**src/rtl/cap_timer_pkg.sv**
```systemverilog
package cap_timer_pkg;
  typedef struct packed {
    logic cntEn;
    logic cntClr;
  } tmrStrobe_t;

  localparam logic [1:0] CKS_SLOW  = 2'b00;
  localparam logic [1:0] CKS_MID   = 2'b01;
  localparam logic [1:0] CKS_FAST  = 2'b10;
  localparam logic [1:0] CKS_WATCH = 2'b11;

  localparam logic [1:0] CLR_NONE = 2'b00;
  localparam logic [1:0] CLR_FALL = 2'b01;
  localparam logic [1:0] CLR_RISE = 2'b10;
  localparam logic [1:0] CLR_BOTH = 2'b11;
endpackage

```
**src/rtl/cap_timer_ctrl.sv**
```systemverilog
module cap_timer_ctrl
  import cap_timer_pkg::*;
#(
  parameter int PRE_W  = 6,
  parameter int WDIV_W = 2,
  parameter int NFLAG  = 2
) (
  input  logic       clk,
  input  logic       rstN,
  input  logic       wrEn,
  input  logic       rdEn,
  input  logic [7:0] wrData,
  input  logic       watchTick,
  input  logic       capIn,
  input  logic       wrap,
  output tmrStrobe_t strobe,
  output logic [7:0] modeRd,
  output logic       ovfIrq,
  output logic       capIrq
);
  localparam int CTL_W  = 8 - NFLAG;
  localparam int MID_HI = PRE_W - 2;

  logic [CTL_W-1:0]  ctl;
  logic [NFLAG-1:0]  flag;
  logic [NFLAG-1:0]  arm;
  logic [PRE_W-1:0]  preDiv;
  logic [WDIV_W-1:0] watchDiv;
  logic capS1, capS2, capPrev;
  logic capRise, capFall, tickEn, clrHit;

  wire [1:0] cksSel  = ctl[1:0];
  wire [1:0] cclrSel = ctl[3:2];
  wire       iedgeSel = ctl[4];
  wire       ovie     = ctl[5];

  // free-running dividers
  always_ff @(posedge clk) begin
    if (!rstN) begin
      preDiv   <= '0;
      watchDiv <= '0;
    end else begin
      preDiv <= preDiv + 1'b1;
      if (watchTick) watchDiv <= watchDiv + 1'b1;
    end
  end

  always_comb begin
    unique case (cksSel)
      CKS_SLOW:  tickEn = &preDiv;
      CKS_MID:   tickEn = &preDiv[MID_HI:0];
      CKS_FAST:  tickEn = preDiv[0];
      default:   tickEn = watchTick & (&watchDiv);
    endcase
  end

  // capture synchroniser and edge detection
  always_ff @(posedge clk) begin
    if (!rstN) begin
      capS1   <= 1'b0;
      capS2   <= 1'b0;
      capPrev <= 1'b0;
    end else begin
      capS1   <= capIn;
      capS2   <= capS1;
      capPrev <= capS2;
    end
  end

  assign capRise = capS2 & ~capPrev;
  assign capFall = ~capS2 & capPrev;

  always_comb begin
    unique case (cclrSel)
      CLR_FALL: clrHit = capFall;
      CLR_RISE: clrHit = capRise;
      CLR_BOTH: clrHit = capRise | capFall;
      default:  clrHit = 1'b0;
    endcase
  end

  assign strobe.cntEn  = tickEn;
  assign strobe.cntClr = clrHit;
  assign capIrq        = iedgeSel ? capFall : capRise;

  // control bits
  always_ff @(posedge clk) begin
    if (!rstN)     ctl <= '0;
    else if (wrEn) ctl <= wrData[CTL_W-1:0];
  end

  // overflow flags with read-then-write-zero clearing
  for (genvar i = 0; i < NFLAG; i++) begin : g_flag
    always_ff @(posedge clk) begin
      if (!rstN) begin
        flag[i] <= 1'b0;
        arm[i]  <= 1'b0;
      end else begin
        if (wrap)
          flag[i] <= 1'b1;
        else if (wrEn && !wrData[CTL_W+i] && arm[i])
          flag[i] <= 1'b0;

        if (wrap || wrEn)
          arm[i] <= 1'b0;
        else if (rdEn && flag[i])
          arm[i] <= 1'b1;
      end
    end
  end

  assign modeRd = {flag, {CTL_W{1'b0}}};
  assign ovfIrq = ovie & (|flag);
endmodule

```
**src/rtl/cap_timer_dp.sv**
```systemverilog
module cap_timer_dp
  import cap_timer_pkg::*;
#(
  parameter int CNT_W = 8
) (
  input  logic             clk,
  input  logic             rstN,
  input  tmrStrobe_t       strobe,
  output logic [CNT_W-1:0] count,
  output logic             wrap
);
  logic [CNT_W-1:0] cnt;

  always_ff @(posedge clk) begin
    if (!rstN)              cnt <= '0;
    else if (strobe.cntClr) cnt <= '0;
    else if (strobe.cntEn)  cnt <= cnt + 1'b1;
  end

  assign wrap  = strobe.cntEn & ~strobe.cntClr & (&cnt);
  assign count = cnt;
endmodule

```
**src/rtl/cap_timer.sv**
```systemverilog
module cap_timer
  import cap_timer_pkg::*;
#(
  parameter int CNT_W = 8,
  parameter int PRE_W = 6
) (
  input  logic             clk,
  input  logic             rstN,
  input  logic             wrEn,
  input  logic             rdEn,
  input  logic [7:0]       wrData,
  input  logic             watchTick,
  input  logic             capIn,
  output logic [7:0]       modeRd,
  output logic [CNT_W-1:0] count,
  output logic             ovfIrq,
  output logic             capIrq
);
  tmrStrobe_t strobe;
  logic       wrap;

  cap_timer_ctrl #(.PRE_W(PRE_W), .WDIV_W(2), .NFLAG(2)) u_ctrl (
    .clk(clk), .rstN(rstN), .wrEn(wrEn), .rdEn(rdEn), .wrData(wrData),
    .watchTick(watchTick), .capIn(capIn), .wrap(wrap), .strobe(strobe),
    .modeRd(modeRd), .ovfIrq(ovfIrq), .capIrq(capIrq)
  );

  cap_timer_dp #(.CNT_W(CNT_W)) u_dp (
    .clk(clk), .rstN(rstN), .strobe(strobe), .count(count), .wrap(wrap)
  );
endmodule

```
**config.mk**
```make
export PLATFORM = sky130hd
export DESIGN_NAME = cap_timer
export DESIGN_NICKNAME = d
export VERILOG_FILES = /design/src/rtl/cap_timer_pkg.sv /design/src/rtl/cap_timer_ctrl.sv /design/src/rtl/cap_timer_dp.sv /design/src/rtl/cap_timer.sv
export SDC_FILE = /design/constraint.sdc
export NUM_CORES = 1
export LEC_CHECK = 0
export BUFFER_PORTS_ARGS = -buffer_cell sky130_fd_sc_hd__buf_2
export CAP_MARGIN = 20
export CORE_MARGIN = 1.5
export CORE_UTILIZATION = 51
export CTS_CLUSTER_SIZE = 10
export DETAILED_ROUTE_END_ITERATION = 7
export GPL_ROUTABILITY_DRIVEN = 0
export PLACE_DENSITY = 0.78
export RECOVER_POWER = 25
export SYNTH_ARGS = -nofsm -noshare
export SYNTH_HDL_FRONTEND = slang
export SYNTH_HIERARCHICAL = 1
export SYNTH_SLANG_ARGS = --single-unit
```
**constraint.sdc**
```tcl
create_clock -name clk -period 2.8 [get_ports clk]
set_clock_uncertainty 0.05 [all_clocks]
set_input_delay 0.28 -clock clk [delete_from_list [all_inputs] [get_ports clk]]
set_output_delay 0.28 -clock clk [all_outputs]
set_load 0.05 [all_outputs]
```
==> impl_metrics.json <==
{
  "dp_hpwl_mm": 1.62,
  "start_util": 0.532,
  "setup_viol": 0,
  "cp_max_fo": 6,
  "yosys_most_used_dff": "dfxtp_1",
  "fin_util": 0.595,
  "crit_chain": "ha_1 -> and3_2 -> ha_1 -> nand2b_1 -> a32oi_1 -> buf_4 -> nand3_1 -> nor4_1 -> nor2_1 -> nand2_1 -> nor2_1",
  "drcViolationCount": 0,
  "hold_viol": 0,
  "wirelength_mm": 2.21,
  "fin_crit_sh": 0.837,
  "max_slew_margin": 0.509,
  "nNetsFinal": 181,
  "cp-startpoint": "u_ctrl/preDiv[0]",
  "syn_avg_cell_area_um2": 9.60,
  "synth.area.top_cells": "dfxtp_1 (44%), mux2i_1 (6.9%), buf_4 (5.8%)",
  "r2r-start": "u_ctrl/preDiv[0]",
  "clk_latency_ns": 0.31,
  "yosysWarnings": 6,
  "ys_async_sr_fraction": 0,
  "cp_data_arrival_time_ns": 2.50,
  "htree_levels": 2,
  "seq_area_frac_synth": 0.445,
  "diodes": 0,
  "setup-tns-final_ns": 0,
  "cts_tree": "yes",
  "period_minus_slack_ns": 2.34,
  "ios": 32,
  "track_usage": 0.182,
  "cts-buffers-inserted": 5,
  "cp.required_ns": 2.96,
  "power_uw": 773,
  "synth_top_area_frac": 0.445,
  "path_class": "flip-flop to flip-flop",
  "cts_num_sinks": 29,
  "grt_pass1_wl_mm": 3.52,
  "design_area_um2": 1460,
  "die_height_um": 53.6,
  "grt_pass1_vias": 849,
  "cp-end-kind": "flip-flop",
  "vdd_ir_drop_max_uv": 395,
  "slowest_delay_ns": 0.47,
  "path_clk_slew_ns": 0.08,
  "ys_seq_elements": 29,
  "place_area_um2": 1410,
  "drv_cap": 0,
  "cts_hold_buf": 0,
  "syn_area_um2": 1310,
  "maxSlewViolCount": 0,
  "p_per_area_nw_per_um2": 529,
  "synth-edff-count": 0,
  "fmax_ghz": 0.427,
  "drive_above_1_share": 0.211,
  "worst_hold_path_type": "input port to flip-flop",
  "tightest_slew_ns": 0.736,
  "first_pass_iters": 4,
  "wl_per_cell_um": 11.5,
  "min_from": "capIn",
  "fillers": 223,
  "worst_path_max_delay_cell": "nor4_1",
  "rows": 18,
  "die-area_um2": 2870,
  "die_w_um": 53.6,
  "grt_max_degree": 23,
  "syn_to_final_growth_pct": 12.0,
  "ys_types": 28,
  "yosysTopAreaCell": "dfxtp_1",
  "multi_input_area_um2": 649,
  "core_region_area_um2": 2450,
  "seqCellArea_um2": 581,
  "cts_resized": 0,
  "startpoint_type": "flip-flop",
  "critPathTopFamily": "simple AND/OR/NAND/NOR gates",
  "drt_iter0_drc": 19,
  "clock_path_buffers": 2,
  "vias_per_cell": 4.99,
  "num_vias": 954,
  "post_cts_buffers": 0,
  "antenna_found_initial": 0,
  "syn_inst": 136,
  "status": "finished, final reports clean",
  "grt.overflow.total": 0,
  "port-buffer-count": 25,
  "leakagePower_uw": 0.000648,
  "cp_num_buf_inv": 1,
  "ant_nets": 0,
  "cts-root-buf": "clkbuf_4",
  "rsz0062_at_grt": "no"
}
## cell usage after synthesis (3+ instances only)
master	instances
a21oi_1	8
and2_1	8
buf_4	10
clkbuf_1	3
dfxtp_1	29
ha_1	6
mux2i_1	9
nand2_1	8
nand2b_1	3
nand3_1	4
nor2_1	9
nor2b_1	10
o21ai_0	4
or3_1	3
xor2_1	5
## cell type report
| class | instances | area share |
|---|---|---|
| multi-input combinational | 97 | 0.444 |
| sequential | 29 | 0.397 |
| timing repair buffer | 26 | 0.0899 |
| clock buffer | 7 | 0.0377 |
| tap | 30 | 0.0257 |
| inverter | 2 | 0.00514 |
## worst reg2reg max path, stage by stage, from the launching register on
cell and delay [ns]:
dfxtp_1 0.40, ha_1 0.21, and3_2 0.20, ha_1 0.14
nand2b_1 0.05, a32oi_1 0.18, buf_4 0.18, nand3_1 0.10
nor4_1 0.47, nor2_1 0.08, nand2_1 0.11, nor2_1 0.06
## where the power goes
| part | total, µW | switching, µW | internal [µW] |
|---|---|---|---|
| combinational | 85.7 | 53.9 | 31.9 |
| clock | 247 | 128 | 118 |
| sequential | 441 | 13.1 | 428 |
| total | 773 | 195 | 578 |
## worst paths after layout
path                                      end  slack [ns]  cells after the start
worst max-delay path            u_ctrl/arm[1]        0.46                     11
worst min-delay path             u_ctrl/capS1        0.11                      2
worst max register to register  u_ctrl/arm[1]        0.46                     11
worst min register to register   u_ctrl/capS2        0.39                      1
## cells in the final DEF (no fill, tap or decap), drive strengths merged, types with 2 or more instances in the layout
master,instances
dfxtp,29
buf,25
nor2b,10
mux2i,9
nor2,9
nand2,8
a21oi,8
and2,8
clkbuf,8
ha,6
conb,6
xor2,5
o21ai,4
nand3,4
nand2b,3
or3,3
nand4,3
inv,2
nand3b,2
xnor2,2
## layer usage
metal  global-route usage  vias to the layer above  share of wire
li1                     -                      495              -
met1                0.192                      431           0.45
met2                0.284                       26           0.47
met3               0.0972                        2          0.068
met4                0.115                        0          0.012
met5                    0                        -              0
## kinds of logic (layout without fill, tap and decap cells)
kind of cell    after synthesis  in the layout  share of synthesized area
fa+ha+maj                     6              6                     0.0575
xor+xnor                      7              7                     0.0470
compound gates               15             15                     0.0642
buf+inv                      15             35                     0.0719
flops                        29             29                      0.445
mux                          10             10                     0.0777
simple gates                 53             53                      0.234
other cells                   1              6                    0.00287
## registers in the layout, summed over array words and instances (netlist names)
signal	count
u_ctrl/capS1	1
u_ctrl/modeRd	2
u_ctrl/arm	2
u_ctrl/watchDiv	2
u_ctrl/ctl	6
u_ctrl/capS2	1
u_dp/count	8
u_ctrl/preDiv	6
u_ctrl/capPrev	1
## through the flow
stage	hold WS, ns	worst slack (ns)	instances
6_report	0.112	0.458	191
2_1_floorplan	0.357	0.633	141
4_1_cts	0.0872	0.498	191
3_3_place_gp	0.364	0.645	184
3_5_place_dp	0.376	0.517	184
5_1_grt	0.113	0.305	191
(Power assumes the default switching activity.)
